[src/rtl/irq_fault_pkg.sv]
package irq_fault_pkg;
    localparam int REG_W  = 8;
    localparam int ADDR_W = 2;
    localparam int RAIL_N = 4;

    localparam logic [ADDR_W-1:0] ADR_STAT_A = 2'd0;
    localparam logic [ADDR_W-1:0] ADR_STAT_B = 2'd1;
    localparam logic [ADDR_W-1:0] ADR_EN_A   = 2'd2;
    localparam logic [ADDR_W-1:0] ADR_EN_B   = 2'd3;

    // which source bits are levels (sampled on the tick); others are events
    localparam logic [REG_W-1:0] LVL_MASK_A = 8'h07;
    localparam logic [REG_W-1:0] LVL_MASK_B = 8'h7F;
    // shutdown classes
    localparam logic [REG_W-1:0] ORD_MASK_A = 8'h03;
    localparam logic [REG_W-1:0] ORD_MASK_B = 8'h03;
    localparam logic [REG_W-1:0] IMM_MASK_B = 8'h04;
    // enable reset values
    localparam logic [REG_W-1:0] EN_A_RST   = 8'hDF;
    localparam logic [REG_W-1:0] EN_B_RST   = 8'hFF;

    typedef enum logic [2:0] {
        SD_RUN      = 3'd0,
        SD_ORDER    = 3'd1,
        SD_IMMED    = 3'd2,
        SD_HOLD_ORD = 3'd3,
        SD_HOLD_IMM = 3'd4
    } sd_state_e;
endpackage

[src/rtl/irq_sample_timer.sv]
module irq_sample_timer #(
    parameter int CYC = 3000
) (
    input  logic clk,
    input  logic rst_n,
    output logic tick
);
    localparam int CNT_W = (CYC > 2) ? $clog2(CYC) : 1;
    localparam logic [CNT_W-1:0] LAST = CNT_W'(CYC - 1);

    logic [CNT_W-1:0] cnt;

    assign tick = (cnt == LAST);

    always_ff @(posedge clk or negedge rst_n) begin
        if (!rst_n) begin
            cnt <= '0;
        end else if (tick) begin
            cnt <= '0;
        end else begin
            cnt <= cnt + 1'b1;
        end
    end
endmodule

[src/rtl/irq_status_reg.sv]
module irq_status_reg #(
    parameter int              W          = 8,
    parameter logic [W-1:0]    LEVEL_MASK = '0
) (
    input  logic         clk,
    input  logic         rst_n,
    input  logic [W-1:0] src,
    input  logic         tick,
    input  logic         clr,
    output logic [W-1:0] status
);
    logic [W-1:0] set_vec;

    // events latch at once; levels only on the resample tick
    assign set_vec = (src & ~LEVEL_MASK) | (src & LEVEL_MASK & {W{tick}});

    always_ff @(posedge clk or negedge rst_n) begin
        if (!rst_n) begin
            status <= '0;
        end else begin
            status <= (status & ~{W{clr}}) | set_vec;
        end
    end
endmodule

[src/rtl/irq_sd_fsm.sv]
module irq_sd_fsm
    import irq_fault_pkg::*;
(
    input  logic clk,
    input  logic rst_n,
    input  logic ord_hit,
    input  logic imm_hit,
    input  logic rails_good,
    output logic sd_ordered,
    output logic sd_immediate,
    output logic blocked,
    output logic pgood_n
);
    sd_state_e state, state_nx;

    always_comb begin
        state_nx = state;
        unique case (state)
            SD_RUN: begin
                if (imm_hit)      state_nx = SD_IMMED;
                else if (ord_hit) state_nx = SD_ORDER;
            end
            SD_ORDER: begin
                if (imm_hit) state_nx = SD_IMMED;
                else         state_nx = SD_HOLD_ORD;
            end
            SD_IMMED: state_nx = SD_HOLD_IMM;
            SD_HOLD_ORD: begin
                if (imm_hit)      state_nx = SD_IMMED;
                else if (!ord_hit) state_nx = SD_RUN;
            end
            SD_HOLD_IMM: begin
                if (!(imm_hit || ord_hit)) state_nx = SD_RUN;
            end
            default: state_nx = SD_RUN;
        endcase
    end

    always_ff @(posedge clk or negedge rst_n) begin
        if (!rst_n) state <= SD_RUN;
        else        state <= state_nx;
    end

    always_ff @(posedge clk or negedge rst_n) begin
        if (!rst_n) pgood_n <= 1'b1;
        else        pgood_n <= !(rails_good && (state == SD_RUN));
    end

    assign sd_ordered   = (state == SD_ORDER);
    assign sd_immediate = (state == SD_IMMED);
    assign blocked      = (state != SD_RUN);
endmodule

[src/rtl/irq_fault_unit.sv]
module irq_fault_unit
    import irq_fault_pkg::*;
#(
    parameter int RESAMPLE_CYC = 3000
) (
    input  logic              clk,
    input  logic              rst_n,
    input  logic [REG_W-1:0]  src_a,
    input  logic [REG_W-1:0]  src_b,
    input  logic              wake,
    input  logic              rd_strobe,
    input  logic [ADDR_W-1:0] rd_addr,
    output logic [REG_W-1:0]  rd_data,
    input  logic              wr_strobe,
    input  logic [ADDR_W-1:0] wr_addr,
    input  logic [REG_W-1:0]  wr_data,
    input  logic [RAIL_N-1:0] rail_en,
    input  logic [RAIL_N-1:0] rail_ok,
    output logic              irq_n,
    output logic              pgood_n,
    output logic              sd_ordered,
    output logic              sd_immediate,
    output logic              reenable_blocked
);
    localparam int GRP_N = 2;
    localparam logic [GRP_N-1:0][REG_W-1:0] LVL_MASKS = {LVL_MASK_B, LVL_MASK_A};

    logic                         tick;
    logic                         wake_q;
    logic                         wake_tog;
    logic [GRP_N-1:0][REG_W-1:0]  src_g;
    logic [GRP_N-1:0][REG_W-1:0]  stat_g;
    logic [GRP_N-1:0]             clr_g;
    logic [REG_W-1:0]             en_a;
    logic [REG_W-1:0]             en_b;

    assign src_g    = {src_b, src_a};
    assign wake_tog = wake ^ wake_q;

    always_ff @(posedge clk or negedge rst_n) begin
        if (!rst_n) wake_q <= 1'b0;
        else        wake_q <= wake;
    end

    irq_sample_timer #(.CYC(RESAMPLE_CYC)) u_timer (
        .clk   (clk),
        .rst_n (rst_n),
        .tick  (tick)
    );

    for (genvar g = 0; g < GRP_N; g++) begin : g_bank
        assign clr_g[g] = wake_tog || (rd_strobe && (rd_addr == ADDR_W'(g)));
        irq_status_reg #(.W(REG_W), .LEVEL_MASK(LVL_MASKS[g])) u_stat (
            .clk    (clk),
            .rst_n  (rst_n),
            .src    (src_g[g]),
            .tick   (tick),
            .clr    (clr_g[g]),
            .status (stat_g[g])
        );
    end

    always_ff @(posedge clk or negedge rst_n) begin
        if (!rst_n) begin
            en_a <= EN_A_RST;
            en_b <= EN_B_RST;
        end else if (wr_strobe) begin
            if (wr_addr == ADR_EN_A) en_a <= wr_data;
            if (wr_addr == ADR_EN_B) en_b <= wr_data;
        end
    end

    always_ff @(posedge clk or negedge rst_n) begin
        if (!rst_n) begin
            rd_data <= '0;
        end else if (rd_strobe) begin
            case (rd_addr)
                ADR_STAT_A: rd_data <= stat_g[0];
                ADR_STAT_B: rd_data <= stat_g[1];
                ADR_EN_A:   rd_data <= en_a;
                ADR_EN_B:   rd_data <= en_b;
                default:    rd_data <= '0;
            endcase
        end
    end

    assign irq_n = !((|(stat_g[0] & en_a)) || (|(stat_g[1] & en_b)));

    irq_sd_fsm u_fsm (
        .clk          (clk),
        .rst_n        (rst_n),
        .ord_hit      ((|(stat_g[0] & ORD_MASK_A)) || (|(stat_g[1] & ORD_MASK_B))),
        .imm_hit      (|(stat_g[1] & IMM_MASK_B)),
        .rails_good   (&(rail_en & rail_ok)),
        .sd_ordered   (sd_ordered),
        .sd_immediate (sd_immediate),
        .blocked      (reenable_blocked),
        .pgood_n      (pgood_n)
    );
endmodule

[config.mk]
export PLATFORM = sky130hd
export DESIGN_NAME = irq_fault_unit
export DESIGN_NICKNAME = d
export VERILOG_FILES = /design/src/rtl/irq_fault_pkg.sv /design/src/rtl/irq_sample_timer.sv /design/src/rtl/irq_status_reg.sv /design/src/rtl/irq_sd_fsm.sv /design/src/rtl/irq_fault_unit.sv
export SDC_FILE = /design/constraint.sdc
export NUM_CORES = 1
export LEC_CHECK = 0
export ABC_CLOCK_PERIOD_IN_PS = 4050
export BUFFER_PORTS_ARGS = -buffer_cell sky130_fd_sc_hd__buf_2
export CORE_ASPECT_RATIO = 1.1
export CORE_MARGIN = 2
export CORE_UTILIZATION = 52
export DETAILED_ROUTE_END_ITERATION = 16
export GPL_TIMING_DRIVEN = 0
export PLACE_DENSITY = 0.81
export SYNTH_ARGS = -nofsm -noshare
export SYNTH_HDL_FRONTEND = slang
export SYNTH_SLANG_ARGS = --single-unit
[constraint.sdc]
create_clock -name clk -period 4.05 [get_ports clk]
set_input_delay 0.405 -clock clk [delete_from_list [all_inputs] [get_ports clk]]
set_output_delay 0.405 -clock clk [all_outputs]
set_load 0.01 [all_outputs]
==> flow_summary.ini, run 1 <==
[synth]
async_flop_share_pct = 100
ys_seq_area_share_pct = 56.1
ys_top_cells_by_count = 41 x dfrtp_1, 24 x mux2_2, 16 x dfstp_2
avgSynthCellArea_um2 = 14.0
ys.flop_type = dfrtp_1
synth_warnings = 0
synth_area_mm2 = 0.00258
synth.top_cells.by_area = dfrtp_1 40%, dfstp_2 16%, mux2_2 10%
yosys.area.top_type = dfrtp_1
synth_edf_count = 0
synth_top_area_share_pct = 39.8
ys_types = 41
syn_inst = 184
syn-num-nets = 226
yosysMostFrequentCell = dfrtp_1
ys_seq_elements = 57

[detailed_routing]
first_iter_violations = 128
routed_wl_um = 5290
detail_route.vias_per_cell = 5.95
drcViolationCount = 0
ant_nets = 0
post_drt_wl_per_cell_um = 17.2
vias = 1826
dr.pass1.iters = 4

[power_and_ir_drop]
combPwrFrac_pct = 11.8
pwr-share-clk_pct = 38.3
p_leak_uw = 0.00143
netSwitchingPower_uw = 322
p_seq_share_pct = 49.8
p_per_area_mw_per_mm2 = 440
peakVddDrop_uv = 281
internal_power_uw = 1050
swShare_pct = 23.4

[clock_tree]
cts_setup_buffers = 0
worst_skew_pair.late_latency_ps = 330
root_buffer = clkbuf_8
cts_tree = done
htreeDepth = 3
clk_pin_slew_ps = 70
cts_num_sinks = 57
ctsResizeCount = 0
cts_hold_buf = 0
clock_path_buffers = 2
cts_buffers = 9

[floorplanning]
initial_utilization_pct = 54.7
dieArea_mm2 = 0.00554
rows = 26
die_w_um = 71.1
core_area_mm2 = 0.00472
io_pins = 54
die-height_um = 77.9

[hold_path]
hp-class = input port to asynchronous set/reset pin

[sta]
drv_slew = 0
skew_ps = 9.39
tightest_slew_ps = 760
tns_ps = 0
fin_crit_ps = 2160
hold_violations = 0
slew_headroom_pct = 49.1
setup_viol = 0
fmax_mhz = 464
rsz0062_at_grt = no
period_share_pct = 53.2
fin_ws_ps = 1890

[placed_design]
dp_cells = 290
place_ws_ps = 2370
routabilityCongestion = 0.759
dp_hpwl_um = 3740
portBuffers = 50

[critical_path]
arrival_ps = 1750
required_ps = 3640
endpoint_kind = output pin
crit_path_start_kind = flip-flop
critPathMaxFanout = 7
crit_type = flip-flop to output pin

[global_routing]
grt_pass1_vias = 1785
track_usage_pct = 20.8
antenna_found_initial = 0
grt_pass1_wl_um = 8660
grt_max_degree = 58
overflow = 0

[final_layout]
antenna_cells = 0
area_growth_pct = 21.2
fin_cells = 307
layout-drive-gt1-share_pct = 51.4
nets = 288

[flow_run]
cap_violations = 0

[status]
status = finished, final reports clean
[worst paths after layout]
kind / end / start / cells past startpoint / slack (ps)
setup / recovery: irq_n / g_bank[1].u_stat.status[2]$_DFF_PN0_ / 4 / 1890
hold / removal: g_bank[1].u_stat.status[6]$_DFF_PN0_ / rst_n / 1 / 140
setup reg to reg: g_bank[1].u_stat.status[4]$_DFF_PN0_ / u_timer.cnt[0]$_DFF_PN0_ / 5 / 2380
hold reg to reg: u_timer.cnt[0]$_DFF_PN0_ / u_timer.cnt[0]$_DFF_PN0_ / 1 / 490
max in group asynchronous: u_fsm.pgood_n$_DFF_PN1_ / rst_n / 2 / 3260
min in group clk: wake_q$_DFF_PN0_ / wake / 1 / 210
[layout make-up]
| class | count | area [µm²] |
|---|---|---|
| buffer | 4 | 28.8 |
| inverter | 4 | 15.0 |
| fill | 347 | 1590 |
| sequential | 57 | 1450 |
| multi-input combinational | 119 | 1090 |
| tap | 56 | 70.1 |
| clock inverter | 3 | 40.0 |
| clock buffer | 13 | 159 |
| timing repair buffer | 51 | 278 |
[per-stage QoR]
step | total power [µW] | instance area (µm²) | hold slack, ps | utilization, %
after floorplan | 776 | 2580 | 109 | -
after global placement | 843 | 2900 | 478 | 61.5
after detailed placement | 854 | 2900 | 487 | 61.5
after CTS | 1380 | 3100 | 198 | 65.7
after global routing | 1430 | 3130 | 181 | 66.3
final | 1380 | 3130 | 138 | 66.3
[layout by cell type (no fill, tap or decap), drive strengths merged, types with 2 or more instances in the layout]
master   n
dfstp   16
xor2     5
a22o    14
inv      4
nor3     2
a31oi    3
nand3b   2
mux4     8
buf     55
nor2     5
o31ai    2
o21ai    3
nand2    4
dfrtp   41
nor3b    2
or3      4
nor4     3
nand3    5
mux2    24
a21o     6
clkinv   2
a221oi   4
a21oi    5
or4      3
nand4    4
clkbuf  13
[routing by layer]
layer | vias to the layer above | global-route usage [%] | wire, µm
met5 | - | 0 | 0
met4 | 0 | 11.1 | 126
met3 | 13 | 4.68 | 243
met2 | 63 | 29.0 | 2490
met1 | 912 | 30.0 | 2430
li1 | 838 | - | -
[worst max-delay path, stage by stage, from the launching register on]
cell      delay, ps
dfrtp_1         460
a22o_1          250
a221oi_1        330
and4_1          260
buf_2           130
[registers in the layout, summed over array words and instances (netlist names)]
register / cells
wake_q: 1
u_fsm.state: 3
en_b: 8
rd_data: 8
g_bank.u_stat.status: 16
u_timer.cnt: 12
en_a: 8
u_fsm.pgood_n: 1
[cell families after synthesis]
kind of cell    count (synthesis)  share of synthesized area [%]
flops                          57                           56.1
fa+ha+maj                       2                          0.922
compound gates                 40                           12.0
mux                            32                           17.5
simple gates                   39                           9.80
buf+inv                         8                           1.70
xor+xnor                        6                           2.04
[power by group through the flow]
stage                     clock, µW  sequential [µW]  combinational, µW
final                           527              686                163
after global routing            558              692                178
after CTS                       538              683                162
after detailed placement          0              693                161
after global placement            0              687                156
after floorplan                   0              685               90.5
(Power assumes the default switching activity.)
==> run 2, diff against run 1 <==
- ABC_CLOCK_PERIOD_IN_PS: 4050 -> 2000
- clock period: 4.05 -> 2 ns (I/O delays scaled with it)
==> flow_summary.ini, run 2 (synthesis results as in run 1) <==
[status]
status = finished, final reports clean

[floorplanning]
initial_utilization_pct = 54.7
dieArea_mm2 = 0.00554
core_area_mm2 = 0.00472
io_pins = 54
die_w_um = 71.1
rows = 26
die-height_um = 77.9

[critical_path]
slowest_stage = dfrtp_1
required_ps = 1800
arrival_ps = 1650
worstRegToRegCells = 5
r2r-end = g_bank[1].u_stat.status[6]$_DFF_PN0_
ff2ff_setup_slack_ps = 340
critPathMaxFanout = 7
cp_cell_sequence = a22o_1 > a221oi_2 > and4_1 > buf_2
endpoint_kind = output pin
r2r_start = u_timer.cnt[0]$_DFF_PN0_
crit_path_start_kind = flip-flop
crit_type = flip-flop to output pin
max_stage_delay_ps = 460

[sta]
period_share_pct = 92.6
setup_viol = 0
tns_ps = 0
hold_violations = 0
fin_crit_ps = 1850
fin_ws_ps = 148
drv_slew = 0
fmax_mhz = 540
tightest_slew_ps = 751
slew_headroom_pct = 49.7
skew_ps = 9.82
rsz0062_at_grt = no

[power_and_ir_drop]
peakVddDrop_uv = 569
p_per_area_mw_per_mm2 = 886
p_leak_uw = 0.00144

[placed_design]
dp_hpwl_um = 3740
dp_cells = 290
place_ws_ps = 339
routabilityCongestion = 0.759
portBuffers = 50

[global_routing]
track_usage_pct = 20.8
grt_max_degree = 58
grt_pass1_vias = 1785
grt_pass1_wl_um = 8670
antenna_found_initial = 0
overflow = 0

[detailed_routing]
vias = 1836
first_iter_violations = 157
routed_wl_um = 5320
ant_nets = 0
post_drt_wl_per_cell_um = 17.2
dr.pass1.iters = 4
detail_route.vias_per_cell = 5.94
drcViolationCount = 0

[clock_tree]
clk_pin_slew_ps = 60
cts_tree = done
cts_setup_buffers = 0
clock_path_buffers = 2
root_buffer = clkbuf_8
htreeDepth = 3
worst_skew_pair.late_latency_ps = 330
cts_buffers = 9
cts_num_sinks = 57

[final_layout]
layout-drive-gt1-share_pct = 51.4
area_growth_pct = 22.2
largest_register = g_bank.u_stat.status
fin_cells = 309
finalCoreUtilization_pct = 66.8
final_common_cell = buf_2
final_cell_mix = 52 x buf_2, 41 x dfrtp_1, 24 x mux2_2
reg.largest.list = g_bank.u_stat.status (16), u_timer.cnt (12)
antenna_cells = 0
nets = 290
largest_reg_flops = 16

[hold_path]
hp-class = input port to flip-flop
hp-start = src_b[7]
whs_path_depth = 2
holdPathEnd = g_bank[1].u_stat.status[7]$_DFF_PN0_

[flow_run]
cap_violations = 0
run 2: cell types whose count changed in the layout (fill, tap and decap cells not counted):
| cell | previous run | this run |
|---|---|---|
| dlygate4sd3_1 | 0 | 2 |
| a221oi_1 | 4 | 3 |
| a221oi_2 | 0 | 1 |
run 2: worst max-delay path, delay by kind of cell (launching register included):
family	cells	cell delay (ps)
buffers and inverters	1	130
DFF	1	460
AOI/OAI and AO/OA	2	490
and+or+nand+nor	1	240
run 2: how the worst max path moves through the flow:
| stage | start | endpoint | slack [ps] | cells after the start |
|---|---|---|---|---|
| finish | g_bank[1].u_stat.status[2]$_DFF_PN0_ | irq_n | 150 | 4 |
| detailed placement | u_timer.cnt[0]$_DFF_PN0_ | g_bank[1].u_stat.status[4]$_DFF_PN0_ | 340 | 5 |
| global route | g_bank[1].u_stat.status[2]$_DFF_PN0_ | irq_n | 80 | 4 |
| CTS | g_bank[1].u_stat.status[2]$_DFF_PN0_ | irq_n | 160 | 4 |
| global placement | u_timer.cnt[10]$_DFF_PN0_ | g_bank[1].u_stat.status[4]$_DFF_PN0_ | 360 | 4 |
| floorplan | g_bank[1].u_stat.status[0]$_DFF_PN0_ | u_fsm.state[0]$_DFFE_PN0P_ | 530 | 3 |
run 2: where the power goes:
group	total (µW)	internal [µW]	switching, µW
combinational	335	194	140
clock	1070	640	427
sequential	1390	1300	85.5
total	2790	2140	653
run 2: metal layers:
metal  global-route usage, %  wire length, µm  vias to the layer above
li1                        -                -                      842
met4                    11.1              129                        0
met5                       0                0                        -
met2                    29.1             2490                       66
met1                    30.0             2430                      913
met3                    4.68              264                       15
run 2: what timing repair did:
item,in CTS,in global routing
endpoints found under the hold margin,1,16
resized for setup,0,1
hold buffers,1,1
setup endpoints to repair,0,1
run 2: per-stage QoR:
| step | power (µW) | cell area (µm²) | hold slack [ps] |
|---|---|---|---|
| after floorplan | 1570 | 2580 | -95.6 |
| after global placement | 1710 | 2900 | 334 |
| after detailed placement | 1730 | 2900 | 341 |
| after CTS | 2800 | 3110 | 31.7 |
| after global routing | 2900 | 3150 | 31.5 |
| final | 2790 | 3150 | 44.2 |
run 2: final cells by class:
| type | count | area (µm²) |
|---|---|---|
| Clock inverter | 3 | 40.0 |
| Inverter | 4 | 15.0 |
| Fill cell | 345 | 1570 |
| Buffer | 4 | 28.8 |
| Tap cell | 56 | 70.1 |
| Timing Repair Buffer | 53 | 298 |
| Clock buffer | 13 | 159 |
| Multi-Input combinational cell | 119 | 1090 |
| Sequential cell | 57 | 1450 |
==> run 3, diff against run 2 <==
- BUFFER_PORTS_ARGS: -buffer_cell sky130_fd_sc_hd__buf_2 -> default
- DONT_BUFFER_PORTS: default -> 1
- PLACE_DENSITY: 0.81 -> 0.72
==> flow_summary.ini, run 3 (synthesis results as in run 1) <==
[detailed_routing]
detail_route.vias_per_cell = 6.49
routed_wl_um = 5530
first_iter_violations = 132
post_drt_wl_per_cell_um = 20.7
ant_nets = 0
vias = 1733
dr.pass1.iters = 4
drcViolationCount = 0

[final_layout]
reg.largest.list = g_bank.u_stat.status (16), u_timer.cnt (12)
antenna_cells = 0
fin_cells = 267
layout-drive-gt1-share_pct = 37.9
largest_reg_flops = 16
nets = 248
final_cell_mix = 41 x dfrtp_1, 24 x mux2_2, 16 x dfstp_2
largest_register = g_bank.u_stat.status
final_cell_area_mm2 = 0.00297
final_common_cell = dfrtp_1
area_growth_pct = 15.3

[clock_tree]
cts_num_sinks = 57
htreeDepth = 3
clock_path_buffers = 2
clk_pin_slew_ps = 60
cts_tree = done
cts_buffers = 9
cts_setup_buffers = 0
root_buffer = clkbuf_8
worst_skew_pair.late_latency_ps = 330

[floorplanning]
core_area_mm2 = 0.00472
initial_utilization_pct = 54.7
die_w_um = 71.1
rows = 26
dieArea_mm2 = 0.00554
die-height_um = 77.9
io_pins = 54

[global_routing]
antenna_found_initial = 0
track_usage_pct = 21.7
grt_pass1_wl_um = 9070
grt_max_degree = 58
grt_pass1_vias = 1817
overflow = 0

[sta]
slew_headroom_pct = 35.9
drv_slew = 0
tightest_slew_ps = 957
fin_ws_ps = 197
hold_violations = 0
fmax_mhz = 555
rsz0062_at_grt = no
period_share_pct = 90.2
skew_ps = 5.90
tns_ps = 0
setup_viol = 0
fin_crit_ps = 1800

[critical_path]
crit_path_start_kind = flip-flop
crit_type = flip-flop to output pin
critPathMaxFanout = 7
endpoint_kind = output pin
arrival_ps = 1600
required_ps = 1800

[placed_design]
place_ws_ps = 277
routabilityCongestion = 0.826
placed_area_mm2 = 0.00265
portBuffers = 0
dp_cells = 240
dp_hpwl_um = 3960

[power_and_ir_drop]
peakVddDrop_uv = 547
combPwrFrac_pct = 9.6
internal_power_uw = 2060
p_seq_share_pct = 51.6
swShare_pct = 24.0
p_leak_uw = 0.00126
p_per_area_mw_per_mm2 = 913
netSwitchingPower_uw = 652
pwr-share-clk_pct = 38.8
total_power_uw = 2720

[hold_path]
hp-class = input port to flip-flop

[flow_run]
cap_violations = 0

[status]
status = finished, final reports clean
[run 3: final cells by class]
type	instances	area, µm²
multi-input cells	119	1090
plain buffers	4	28.8
inverters	4	15.0
repair buffers	11	128
clock buffers	11	141
flip-flops and latches	57	1450
clock inverters	5	55.1
well taps	56	70.1
fillers	364	1740
[run 3: metal layers]
layer / up-vias / share of wire, % / wire [µm] / GRT usage (%)
met1: 885 / 40 / 2240 / 28.9
met2: 75 / 51 / 2800 / 33.6
li1: 763 / - / - / -
met3: 10 / 7.5 / 416 / 5.71
met5: - / 0 / 0 / 0
met4: 0 / 1.5 / 81 / 9.25
[run 3: repair_timing]
action,CTS,global route
endpoints found under the hold margin,66,0
resized for setup,0,0
hold buffers,11,0
endpoints found under the setup margin,0,0
[run 3: critical path, stage by stage, from the launching register on]
cell      delay (ps)
dfrtp_1          450
a22o_1           250
a221oi_1         290
and4_1           300
[run 3: path summary, 6_finish.rpt]
path | slack [ps] | endpoint | from | depth (start not counted)
max | 200 | irq_n | g_bank[1].u_stat.status[2]$_DFF_PN0_ | 3
min | 4 | g_bank[1].u_stat.status[2]$_DFF_PN0_ | src_b[2] | 1
max reg2reg | 260 | g_bank[1].u_stat.status[6]$_DFF_PN0_ | u_timer.cnt[0]$_DFF_PN0_ | 5
min reg2reg | 490 | u_timer.cnt[0]$_DFF_PN0_ | u_timer.cnt[0]$_DFF_PN0_ | 1
max in group asynchronous | 1320 | en_b[2]$_DFFE_PN1P_ | rst_n | 2
min in group asynchronous | 390 | rd_data[2]$_DFFE_PN0P_ | rst_n | 2
[run 3: power groups by stage]
stage | Clock (µW) | Sequential (µW) | Combinational, µW
CTS | 1070 | 1400 | 264
global route | 1120 | 1410 | 285
detailed placement | 0 | 1420 | 218
finish | 1050 | 1400 | 261
global placement | 0 | 1410 | 207
floorplan | 0 | 1390 | 183
[run 3: through the flow]
| step | utilization, % | hold WS, ps |
|---|---|---|
| 2_1_floorplan | - | -95.6 |
| 3_3_place_gp | 56.2 | -94.2 |
| 3_5_place_dp | 56.2 | -94.3 |
| 4_1_cts | 63.0 | 0.190 |
| 5_1_grt | 63.0 | 0.284 |
| 6_report | 63.0 | 4.08 |
